### src/rtl/icap_pkg.sv
package icap_pkg;

    typedef enum logic [1:0] {
        EDGE_OFF  = 2'b00,
        EDGE_RISE = 2'b01,
        EDGE_FALL = 2'b10,
        EDGE_BOTH = 2'b11
    } edge_mode_e;

    localparam int ADDR_CTRL     = 0;
    localparam int ADDR_SEL      = 1;
    localparam int ADDR_EDGE     = 2;
    localparam int ADDR_CAP_BASE = 3;

endpackage

### src/rtl/icap_sync.sv
module icap_sync (
    input  logic clk_i,
    input  logic rst_ni,
    input  logic pin_i,
    output logic rise_o,
    output logic fall_o
);

    typedef struct packed {
        logic meta;
        logic stable;
        logic last;
    } sync_t;

    sync_t sync_d, sync_q;

    always_comb begin
        sync_d        = sync_q;
        sync_d.meta   = pin_i;
        sync_d.stable = sync_q.meta;
        sync_d.last   = sync_q.stable;
        rise_o        = sync_q.stable & ~sync_q.last;
        fall_o        = ~sync_q.stable & sync_q.last;
    end

    always_ff @(posedge clk_i or negedge rst_ni) begin
        if (!rst_ni) sync_q <= '0;
        else         sync_q <= sync_d;
    end


    edge_excl_chk: assert property (@(posedge clk_i) disable iff (!rst_ni)
        $onehot0({rise_o, fall_o}));


    rise_single_chk: assert property (@(posedge clk_i) disable iff (!rst_ni)
        rise_o |=> !rise_o);

endmodule

### src/rtl/icap_chan.sv
module icap_chan #(
    parameter int CNT_W = 16,
    parameter int NBASE = 3,
    parameter int SEL_W = 4
) (
    input  logic                   clk_i,
    input  logic                   rst_ni,
    input  logic [1:0]             mode_i,
    input  logic [SEL_W-1:0]       sel_i,
    input  logic [NBASE*CNT_W-1:0] cnt_i,
    input  logic                   rise_i,
    input  logic                   fall_i,
    input  logic                   clr_i,
    output logic [CNT_W-1:0]       cap_o,
    output logic                   flag_o,
    output logic                   edge_o
);

    typedef struct packed {
        logic [CNT_W-1:0] cap;
        logic             flag;
        logic             edge_rise;
    } chan_t;

    chan_t            st_d, st_q;
    logic [CNT_W-1:0] base;
    logic             hit;

    always_comb begin
        base = cnt_i[CNT_W-1:0];
        for (int b = 1; b < NBASE; b++) begin
            if (sel_i == SEL_W'(b)) base = cnt_i[b*CNT_W +: CNT_W];
        end
        hit  = (rise_i & mode_i[0]) | (fall_i & mode_i[1]);
        st_d = st_q;
        if (hit) begin
            st_d.cap       = base;
            st_d.flag      = 1'b1;
            st_d.edge_rise = rise_i;
        end else if (clr_i) begin
            st_d.flag = 1'b0;
        end
    end

    always_ff @(posedge clk_i or negedge rst_ni) begin
        if (!rst_ni) st_q <= '0;
        else         st_q <= st_d;
    end

    assign cap_o  = st_q.cap;
    assign flag_o = st_q.flag;
    assign edge_o = st_q.edge_rise;


    off_hold_chk: assert property (@(posedge clk_i) disable iff (!rst_ni)
        (mode_i == icap_pkg::EDGE_OFF) |=> ($stable(cap_o) && $stable(edge_o)));


    fall_only_chk: assert property (@(posedge clk_i) disable iff (!rst_ni)
        (rise_i && mode_i == icap_pkg::EDGE_FALL) |=> ($stable(cap_o) && $stable(edge_o)));


    flag_cause_chk: assert property (@(posedge clk_i) disable iff (!rst_ni)
        $rose(flag_o) |-> ($past(mode_i) != icap_pkg::EDGE_OFF));


    flag_clear_chk: assert property (@(posedge clk_i) disable iff (!rst_ni)
        (clr_i && !rise_i && !fall_i) |=> !flag_o);

endmodule

### src/rtl/icap_dual.sv
module icap_dual #(
    parameter int NCH   = 2,
    parameter int CNT_W = 16,
    parameter int NBASE = 3,
    parameter int SEL_W = 4,
    parameter int DATA_W = 16,
    localparam int ADDR_W = $clog2(icap_pkg::ADDR_CAP_BASE + NCH),
    localparam int WD_W   = (4*NCH > NCH*SEL_W) ? 4*NCH : NCH*SEL_W
) (
    input  logic                   clk_i,
    input  logic                   rst_ni,
    input  logic [NCH-1:0]         pin_i,
    input  logic [NBASE*CNT_W-1:0] cnt_i,
    input  logic [ADDR_W-1:0]      reg_addr_i,
    input  logic                   reg_wr_i,
    input  logic [WD_W-1:0]        reg_wdata_i,
    input  logic                   reg_rmw_i,
    output logic [DATA_W-1:0]      reg_rdata_o,
    output logic [NCH-1:0]         irq_o
);

    localparam int IE_LSB   = 2*NCH;
    localparam int FLAG_LSB = 3*NCH;

    typedef struct packed {
        logic [NCH-1:0][1:0]       mode;
        logic [NCH-1:0]            ie;
        logic [NCH-1:0][SEL_W-1:0] sel;
    } cfg_t;

    cfg_t                      cfg_d, cfg_q;
    logic [NCH-1:0]            clr;
    logic [NCH-1:0]            rise, fall;
    logic [NCH-1:0]            flag, edge_ind;
    logic [NCH-1:0][CNT_W-1:0] cap;
    logic                      wr_ctrl, wr_sel;

    assign wr_ctrl = reg_wr_i && (reg_addr_i == ADDR_W'(icap_pkg::ADDR_CTRL));
    assign wr_sel  = reg_wr_i && (reg_addr_i == ADDR_W'(icap_pkg::ADDR_SEL));

    always_comb begin
        cfg_d = cfg_q;
        clr   = '0;
        for (int i = 0; i < NCH; i++) begin
            if (wr_ctrl) begin
                cfg_d.mode[i] = reg_wdata_i[2*i +: 2];
                cfg_d.ie[i]   = reg_wdata_i[IE_LSB + i];
                clr[i]        = ~reg_wdata_i[FLAG_LSB + i];
            end
            if (wr_sel) cfg_d.sel[i] = reg_wdata_i[i*SEL_W +: SEL_W];
        end
    end

    always_ff @(posedge clk_i or negedge rst_ni) begin
        if (!rst_ni) cfg_q <= '0;
        else         cfg_q <= cfg_d;
    end

    for (genvar g = 0; g < NCH; g++) begin : g_ch
        icap_sync u_sync (
            .clk_i  (clk_i),
            .rst_ni (rst_ni),
            .pin_i  (pin_i[g]),
            .rise_o (rise[g]),
            .fall_o (fall[g])
        );

        icap_chan #(
            .CNT_W (CNT_W),
            .NBASE (NBASE),
            .SEL_W (SEL_W)
        ) u_chan (
            .clk_i  (clk_i),
            .rst_ni (rst_ni),
            .mode_i (cfg_q.mode[g]),
            .sel_i  (cfg_q.sel[g]),
            .cnt_i  (cnt_i),
            .rise_i (rise[g]),
            .fall_i (fall[g]),
            .clr_i  (clr[g]),
            .cap_o  (cap[g]),
            .flag_o (flag[g]),
            .edge_o (edge_ind[g])
        );

        assign irq_o[g] = flag[g] & cfg_q.ie[g];
    end

    always_comb begin
        reg_rdata_o = '0;
        if (reg_addr_i == ADDR_W'(icap_pkg::ADDR_CTRL)) begin
            for (int i = 0; i < NCH; i++) begin
                reg_rdata_o[2*i +: 2]       = cfg_q.mode[i];
                reg_rdata_o[IE_LSB + i]     = cfg_q.ie[i];
                reg_rdata_o[FLAG_LSB + i]   = flag[i] | reg_rmw_i;
            end
        end else if (reg_addr_i == ADDR_W'(icap_pkg::ADDR_SEL)) begin
            for (int i = 0; i < NCH; i++) reg_rdata_o[i*SEL_W +: SEL_W] = cfg_q.sel[i];
        end else if (reg_addr_i == ADDR_W'(icap_pkg::ADDR_EDGE)) begin
            reg_rdata_o[NCH-1:0] = edge_ind;
        end else begin
            for (int i = 0; i < NCH; i++) begin
                if (reg_addr_i == ADDR_W'(icap_pkg::ADDR_CAP_BASE + i))
                    reg_rdata_o[CNT_W-1:0] = cap[i];
            end
        end
    end


    rmw_flag_chk: assert property (@(posedge clk_i) disable iff (!rst_ni)
        (reg_rmw_i && reg_addr_i == ADDR_W'(icap_pkg::ADDR_CTRL))
            |-> (reg_rdata_o[FLAG_LSB +: NCH] == {NCH{1'b1}}));


    irq_gate_chk: assert property (@(posedge clk_i) disable iff (!rst_ni)
        (cfg_q.ie == '0) |-> (irq_o == '0));

endmodule

### config.mk
export PLATFORM = sky130hd
export DESIGN_NAME = icap_dual
export DESIGN_NICKNAME = d
export VERILOG_FILES = /design/src/rtl/icap_pkg.sv /design/src/rtl/icap_sync.sv /design/src/rtl/icap_chan.sv /design/src/rtl/icap_dual.sv
export SDC_FILE = /design/constraint.sdc
export NUM_CORES = 1
export LEC_CHECK = 0
export BUFFER_PORTS_ARGS = -buffer_cell sky130_fd_sc_hd__buf_2
export CORE_UTILIZATION = 55
export DETAILED_ROUTE_END_ITERATION = 8
export GPL_TIMING_DRIVEN = 1
export PLACE_DENSITY = 0.8
export SYNTH_ARGS = -nofsm -noshare
export SYNTH_HDL_FRONTEND = slang
export SYNTH_HIERARCHICAL = 1
export SYNTH_SLANG_ARGS = --single-unit
### constraint.sdc
create_clock -name clk_i -period 4.49 [get_ports clk_i]
set_input_delay 0 -clock clk_i [delete_from_list [all_inputs] [get_ports clk_i]]
set_output_delay 0 -clock clk_i [all_outputs]
set_load 0.005 [all_outputs]
* Yosys cells after proc, flatten, opt, wreduce, memory -nomap -nowiden
Index checks and enable logic that the tools add are counted.
** Storage, ports and cells
- Register bits :: 56
- Input bits :: 65
- Output and inout port bits :: 18
- Word-level logic and storage cells :: 68
** Operators by class
- Eq/ne operators :: 8
- Mux-type cells :: 18
- Bitwise gates (word level) :: 20
- Reductions and logical operators :: 5
** Operator list (count)
- 2-to-1 mux 16 bit :: 6
- 2-to-1 mux 8 bit :: 4
- 2-to-1 mux 14 bit :: 1
- AND 1 bit :: 10
- equality test 4 x 1 -> 1 bit (second input constant) :: 2
- equality test 4 x 2 -> 1 bit (second input constant) :: 2
- equality test 3 x 2 -> 1 bit (second input constant) :: 2
- 2-to-1 mux 1 bit :: 6
- inverter 1 bit :: 6
- OR 1 bit :: 4
- nonzero test 2 bit :: 2
- equality test 3 x 1 -> 1 bit (second input constant) :: 1
- equality test 3 bit (second input constant) :: 1
- logical NOT 3 bit :: 1
- logical AND 1 bit :: 2
- 2-to-1 mux 2 bit :: 1

* Longest topological paths before layout
Gate-level depths: netlist (run 1).
- Word-level depth :: 6
- Depth in mapped cells :: 6
- Depth with buffers taken out :: 4

* Hierarchy
The synthesis (run 1) kept the hierarchy.
** By module, submodules not included
- icap_chan :: times used 2, cells each 175, area each 1641.6 um^2, sequential area each 450.4 um^2
- icap_dual :: times used 1, cells each 92, area each 1001.0 um^2, sequential area each 350.3 um^2
- icap_sync :: times used 2, cells each 5, area each 90.1 um^2, sequential area each 75.1 um^2

* Least setup slack after synthesis (run 1)
No wires, ideal clock.
- Kind :: reg2reg
- Start point :: register g_ch[0].u_sync/sync_q[0] in the netlist's numbering
- End point :: register g_ch[0].u_chan.st_q (netlist bit g_ch[0].u_chan/cap_o[5])
- Setup time :: 122 ps
- Arrival :: 1324 ps
- Required time :: 4368 ps
- Setup slack :: 3044 ps
- Stages on the path, launching flop included :: 6
- Path buffers :: 1
- Period minus slack after synthesis :: 1446 ps
- Cell sequence :: dfrtp_1 and2b_2 a22oi_2 buf_2 o21ba_1 a32o_1
** Between the ends
- Elaborated cells on any way between the ends :: 6
- Those cells by class :: 6 x bitwise
** RTL lines
- from (decl) :: line icap_sync.sv:15 : sync_t sync_d, sync_q;
- from (signal assigned) :: line icap_sync.sv:28 : else sync_q <= sync_d;
- AND 1 bit :: line icap_sync.sv:23 : fall_o = ~sync_q.stable & sync_q.last;
- net fall[0] :: line icap_dual.sv:33 : logic [NCH-1:0] rise, fall;
- AND 1 bit :: line icap_chan.sv:34 : hit = (rise_i & mode_i[0]) | (fall_i & mode_i[1]);
- OR 1 bit :: line icap_chan.sv:34
- to (signal assigned) :: line icap_chan.sv:47 : else st_q <= st_d;
- to (decl) :: line icap_chan.sv:25 : chan_t st_d, st_q;
The timed path passes the listed nets, and every way through them passes these cells.
A chain may end at the register's enable or synchronous reset.

* Final worst setup path (run 1)
- Start point :: register cfg_q[0] in the netlist's numbering
- End point :: output port reg_rdata_o[0]
** Between the ends
- Longest elaborated chain between the ends :: 2
** Ends and longest elaborated chain
- from (decl) :: line icap_dual.sv:31 : cfg_t cfg_d, cfg_q;
- from (signal assigned) :: line icap_dual.sv:56 : else cfg_q <= cfg_d;
- 2-to-1 mux 8 bit :: line icap_dual.sv:97 : end else if (reg_addr_i == ADDR_W'(icap_pkg::ADDR_SEL)) begin
- 2-to-1 mux 8 bit :: line icap_dual.sv:91 : if (reg_addr_i == ADDR_W'(icap_pkg::ADDR_CTRL)) begin
- to (decl) :: line icap_dual.sv:18 : output logic [DATA_W-1:0] reg_rdata_o,
No other way between the ends.

==> impl_metrics.toml, run 1 <==
[finish]
syn_to_final_growth_pct = 9.87
antenna_cells = 0
final_nets = 573
final_util_pct = 62.8
drive_above_1_share_pct = 28.1
fin_area_sq_um = 4900

[pwr]
cellPowerDensity_nw_per_um2 = 402
p_sw_share_pct = 39.3
pwr-share-comb_pct = 39.0
peakVddDrop_mv = 0.214
internal_power_w = 0.00120
static-leakage-power_nw = 2.16
seqPwrFrac_pct = 46.0
p_total_w = 0.00197
p_clk_share_pct = 15.0
p_switching_w = 0.000775

[synth]
ys_seq_area_share_pct = 31.4
yosysTopAreaCell = "dfrtp_1"
ys.flop_type = "dfrtp_1"
ys_async_sr_fraction_pct = 100
yosys_warnings = 6
syn_area_sq_um = 4460
avgSynthCellArea_sq_um = 9.88
synth.distinct_cells = 39
synth-seq-cells = 56
netlist.area_leader.share_pct = 31.4
synth_cells = 452
syn_nets = 517
synth_edf_count = 0
synth_area_leaders = "dfrtp_1 (31%), a32o_1 (7.2%), o21ba_1 (7.2%)"

[clock_network]
hold_buffers = 11
clkTransAtPathRegs_ps = 110
postCtsSetupBuffers = 0
clkSinkCount = 56
cts_root_buf = "clkbuf_8"
clock_path_buffers = 2
tritoncts = "yes"
cts_buffers = 5
htreeDepth = 2
cts_resized = 0
clk_latency_ps = 320

[global_routing]
grt_max_degree = 68
grt_pass1_wl_um = 19700
overflow = 0
grt.total_usage_pct = 29.2
grt_antenna_before_repair = 0
grt_pass1_vias = 3910

[placement]
dp_hpwl_um = 7650
dpl_cell_area_sq_um = 4700
numPortBuffers = 82
pre_cts_ws_ps = 2590
gp_congestion = 0.832

[floorplanning]
die_w_um = 92.1
die_y_um = 92.1
coreArea_sq_um = 7810
die_area_sq_um = 8480
initial_core_util_pct = 57.2
rows = 32
io_pins = 83

[worst_setup_path]
arrival_ps = 1990
reg2reg_slack_ps = 2520
cp-end-kind = "output pin"
r2r_cells = 3
rr_startpoint = "cfg_q[0]"
cp-start-kind = "flop"
required_ps = 4490
timing.rr.end = "g_ch[0].u_chan/cap_o[6]"
cp_max_fo = 67
path_class = "reg2out"

[timing]
finalCritPeriodShare_pct = 44.2
tightest_slew_ps = 1090
finalSetupViolations = 0
drv_slew = 0
setup_slack_ps = 2500
rsz0062_at_grt = "false"
fin_skew_ps = 11.9
maxSlewHeadroom_pct = 27.3
fmax_ghz = 0.503
tns_ps = 0
finalHoldViolations = 0
fin_crit_ps = 1990

[detailed_routing]
ant_nets = 0
detail_route.wirelength_um = 11900
vias = 3962
dr.pass1.iters = 5
drtIter0Drc = 349
routed_via_density = 6.48
routedWlPerCell_um = 19.5
drc = 0

[flow_run]
drv_cap = 0

[worst_hold_path]
hp-class = "in2reg"
hold_path_end = "g_ch[1].u_chan/cap_o[9]"
min-delay-start = "cnt_i[25]"
whs_path_depth = 4

[status]
status = "finished, final reports clean"
-- metrics by stage --
| stage | cells | hold slack [ps] |
|---|---|---|
| after CTS | 611 | 110 |
| after global placement | 592 | 109 |
| after global routing | 611 | 117 |
| after floorplan | 452 | -296 |
| after detailed placement | 592 | 110 |
| final | 611 | 108 |
-- critical path, stage by stage (launching register included) --
cell,delay (ps)
dfrtp_2,1100
nand3b_1,160
o21a_1,160
o22ai_1,110
buf_2,130
-- power by group through the flow --
stage,clock (W),sequential (W),combinational (W)
global route,0.000315,0.000934,0.000838
CTS,0.000297,0.000902,0.000760
detailed placement,0,0.000915,0.000750
finish,0.000295,0.000907,0.000768
global placement,0,0.000901,0.000721
floorplan,0,0.000757,0.000730
-- registers in the layout, summed over array words and instances, names as in the netlist --
| register | flops |
|---|---|
| g_ch.u_sync/sync_q | 2 |
| g_ch.u_sync/sync_d | 4 |
| g_ch.u_chan/cap_o | 32 |
| g_ch.u_chan/edge_o | 2 |
| cfg_q | 14 |
| g_ch.u_chan/flag_o | 2 |
-- cell type report --
class | count | area [sq um]
Clock buffer | 5 | 68.8
Clock inverter | 3 | 26.3
Fill cell | 652 | 2900
Inverter | 2 | 7.51
Multi-Input combinational cell | 343 | 2700
Sequential cell | 56 | 1400
Tap cell | 102 | 128
Timing Repair Buffer | 100 | 573
-- how the worst max path moves through the flow --
stage                                          end  slack (ps)  cells past startpoint                      from
after floorplan            g_ch[0].u_chan/cap_o[5]        3040                      5  g_ch[0].u_sync/sync_q[0]
after global placement    g_ch[1].u_chan/cap_o[10]        2680                      5  g_ch[1].u_sync/sync_d[0]
after detailed placement   g_ch[0].u_chan/cap_o[6]        2590                      3                  cfg_q[0]
after CTS                           reg_rdata_o[0]        2520                      4                  cfg_q[0]
after global routing                reg_rdata_o[0]        2400                      4                  cfg_q[0]
final                               reg_rdata_o[0]        2500                      4                  cfg_q[0]
-- Yosys cell counts (3+ instances only) --
cell type	count
buf_6	15
a22o_1	10
nor4b_1	32
nor2b_1	34
o21ai_0	8
o21ai_1	30
nor2_4	3
dfrtp_1	56
nor4_1	14
mux2_1	7
clkbuf_1	5
nor2_1	35
a32o_1	32
nor4_2	20
nand2b_1	9
o21bai_1	32
buf_2	23
mux2_2	13
a22oi_1	4
o21ba_1	32
and2_1	3
buf_4	6
-- cells in the final DEF, fill, tap and decap left out, drive strengths merged --
cell type,instances
nand2,2
a22o,10
nor4,34
mux2i,2
buf,89
nor2,40
a32oi,2
and2b,2
nand3b,2
dfrtp,56
a22oi,6
dlygate4sd3,11
nor3,2
o21bai,32
a222oi,2
o21a,2
nor2b,34
o21ba,32
clkbuf,5
nand2b,10
inv,3
o21ai,38
nor4b,32
and2,3
and3b,1
mux2,20
or2,1
o22ai,2
a32o,32
clkinv,2
-- logic make-up (layout without fill, tap and decap cells) --
kind of cell | after synthesis | in the layout | share of synthesized area (%)
muxes | 22 | 22 | 5.49
DFF | 56 | 56 | 31.4
and+or+nand+nor | 163 | 163 | 26.3
AOI/OAI and AO/OA | 158 | 158 | 28.6
buffers and inverters | 53 | 110 | 8.18
-- per-layer routing --
layer	vias to the layer above	GRT usage, %	routed length, um
met5	-	0	0
met4	0	8.07	154
met3	15	3.23	586
met2	146	48.8	5960
met1	1959	39.9	5230
li1	1842	-	-
Power figures use the tool's default switching activity.
==> run 2, diff against run 1 <==
- ABC_AREA: not set -> 1
- PLACE_DENSITY: 0.8 -> 0.81
- clock period: 4.49 -> 1.9 ns (I/O delays scaled with it)
==> run 2 against run 1 <==
  * Synthesized cell count grew 25%
  * Worst setup slack lost 2100 ps
  * Critical path depth grew 2
  * Area after synthesis shrank 11%
  * Via count shrank 0.98%
  * Combinational power grew 110%
  * Final cell count grew 24%
  * Register-to-register slack lost 2100 ps
  * Sequential share of layout area grew 1.1 points
  * Core utilization grew 5.3 points
  * First-iteration DRC count shrank 39%
  * Sequential power grew 100%
  * Critical endpoint is now g_ch[0].u_chan/cap_o[9]
  * Largest cell class unchanged
==> impl_metrics.toml, run 2 <==
[timing]
setup_slack_ps = 399
finalSetupViolations = 0
fin_crit_ps = 1500
maxSlewHeadroom_pct = 60.7
rsz0062_at_grt = "false"
tightest_slew_ps = 589
drv_slew = 0
fin_skew_ps = 10.8
finalHoldViolations = 0
tns_ps = 0
fmax_ghz = 0.666
finalCritPeriodShare_pct = 79.0

[synth]
synth-seq-cells = 56
synth_compound_area_share_pct = 2.67
ys_seq_area_share_pct = 35.1
netlist.area_leader.share_pct = 35.1
ys.flop_type = "dfrtp_1"
synth_top_cells_by_count = "nand2_1 (213), nand3_1 (63), inv_1 (57)"
synth.area.mux_share_pct = 0
yosys_warnings = 6
synth-xor-area-share_pct = 0
syn_nets = 631
synthAdderAreaFrac_pct = 0
ys_async_sr_fraction_pct = 100
yosysTopAreaCell = "dfrtp_1"
syn_area_sq_um = 3990
synth_edf_count = 0
synth_top_family_by_area = "simple AND/OR/NAND/NOR gates"
avgSynthCellArea_sq_um = 7.05
synth_cells = 566
synth.most_common_cell = "nand2_1"
synth_area_leaders = "dfrtp_1 (35%), nand2_1 (20%), nand3_2 (10%)"
synth.distinct_cells = 20
yosys.area_share.simple_pct = 48.9

[clock_network]
tritoncts = "yes"
htreeDepth = 2
clkSinkCount = 56
cts_root_buf = "clkbuf_8"
clk_latency_ps = 310
clkTransAtPathRegs_ps = 100
clock_path_buffers = 2
cts_buffers = 5

[finish]
fill_cells = 603
fin_area_sq_um = 4710
syn_to_final_growth_pct = 18.1
final_cells = 758
ff_latch_area_sq_um = 1400
layout_commonest_cell = "nand2_1"
antenna_cells = 0
drive_above_1_share_pct = 33.7
final_cell_mix = "nand2_1 (213), buf_2 (82), nand3_1 (63)"
multiInputGateArea_sq_um = 2060
largest_reg_flops = 32
final_nets = 726
final_util_pct = 68.2

[pwr]
static-leakage-power_nw = 2.75
cellPowerDensity_nw_per_um2 = 881
p_clk_share_pct = 16.6
internal_power_w = 0.00249
p_switching_w = 0.00166
p_sw_share_pct = 40.0
peakVddDrop_mv = 0.449
pwr-share-comb_pct = 39.0
seqPwrFrac_pct = 44.4

[worst_setup_path]
r2r_cells = 6
cp_cell_sequence = "nor2_4, buf_4, nand2_4, nand3_1, nand2_1, nand2_1"
path_class = "reg2reg"
required_ps = 2150
reg2reg_slack_ps = 400
timing.rr.end = "g_ch[0].u_chan/cap_o[9]"
arrival_ps = 1750
cp_max_fo = 19
slowest_delay_ps = 440
path_common_cell = "nand2_1"
slowest_stage = "dfrtp_1"
cp-start-kind = "flop"
cp-end-kind = "flop"
rr_startpoint = "cfg_q[3]"

[detailed_routing]
detail_route.wirelength_um = 10600
dr.pass1.iters = 5
routed_via_density = 5.18
routedWlPerCell_um = 13.9
drc = 0
drtIter0Drc = 214
ant_nets = 0
vias = 3923

[worst_hold_path]
whs_path_depth = 5
min-delay-start = "cnt_i[11]"
hp-class = "in2reg"
hold_path_end = "g_ch[0].u_chan/cap_o[11]"

[global_routing]
overflow = 0
grt_pass1_wl_um = 17800
grt_pass1_vias = 3906
grt.total_usage_pct = 30.2
grt_max_degree = 33
grt_antenna_before_repair = 0

[flow_run]
drv_cap = 0

[floorplanning]
die_y_um = 87.1
coreArea_sq_um = 6910
initial_core_util_pct = 57.7
die_w_um = 87.1
io_pins = 83
die_area_sq_um = 7590
rows = 30

[placement]
dpl_cell_area_sq_um = 4460
gp_congestion = 0.875
pre_cts_ws_ps = 457
numPortBuffers = 82
placed_cells = 735
dp_hpwl_um = 7610

[status]
status = "finished, final reports clean"
-- run 2: cell count changes in the layout (fill, tap and decap cells not counted), sizes merged, moves of 34 or more --
cell | before | now
nand3 | 0 | 103
inv | 3 | 89
nor4 | 34 | 0
nor2b | 34 | 0
nand2 | 2 | 244
-- run 2: worst max-delay path: cells and delay by family (launching register included) --
kind / cells / cell delay (ps)
buffers and inverters: 1 / 290
AND/OR/NAND/NOR: 5 / 710
flip-flops: 1 / 440
-- run 2: timing repair --
| action | CTS | global route |
|---|---|---|
| hold endpoints to repair | 43 | 0 |
| hold buffers | 15 | 0 |
| buffers inserted | 0 | 0 |
| gates resized for setup | 0 | 0 |
-- run 2: how the worst max path moves through the flow --
stage	endpoint	cells after the start	start
floorplan	g_ch[0].u_chan/cap_o[10]	7	cfg_q[3]
global placement	g_ch[0].u_chan/cap_o[7]	6	cfg_q[3]
detailed placement	g_ch[0].u_chan/cap_o[9]	6	cfg_q[3]
CTS	g_ch[0].u_chan/cap_o[9]	6	cfg_q[3]
global route	g_ch[1].u_chan/cap_o[1]	8	cfg_q[5]
finish	g_ch[0].u_chan/cap_o[9]	6	cfg_q[3]
-- run 2: metrics by stage --
step	hold slack [ps]	power [W]
5_1_grt	17.7	0.00445
3_3_place_gp	40.7	0.00339
3_5_place_dp	36.5	0.00345
6_report	4.12	0.00415
4_1_cts	5.15	0.00416
2_1_floorplan	-296	0.00296
-- run 2: kinds of logic (layout without fill, tap and decap cells) --
kind of cell           after synthesis  in the layout
and+or+nand+nor                    382            382
buffers and inverters              112            208
DFF                                 56             56
AOI/OAI and AO/OA                   16             16
-- run 2: power groups by stage --
stage	Sequential, W	Clock [W]	Combinational, W
detailed placement	0.00186	0	0.00159
global route	0.00189	0.000748	0.00181
global placement	0.00185	0	0.00153
finish	0.00184	0.000687	0.00162
CTS	0.00184	0.000700	0.00162
floorplan	0.00179	0	0.00116
-- run 2: layer usage --
| layer | track usage [%] | wire length [um] | vias up |
|---|---|---|---|
| met5 | 0 | 0 | - |
| met4 | 10.6 | 178 | 0 |
| met3 | 3.41 | 664 | 17 |
| met2 | 53.7 | 5400 | 155 |
| met1 | 38.1 | 4320 | 1831 |
| li1 | - | - | 1920 |
-- run 2: cell type report --
cell class,count,share of cell area [%]
clock buffer,7,1.83
clock inverter,1,0.159
inverter,89,7.10
multi-input combinational,398,43.7
sequential,56,29.8
tap,96,2.55
timing repair buffer,111,14.9
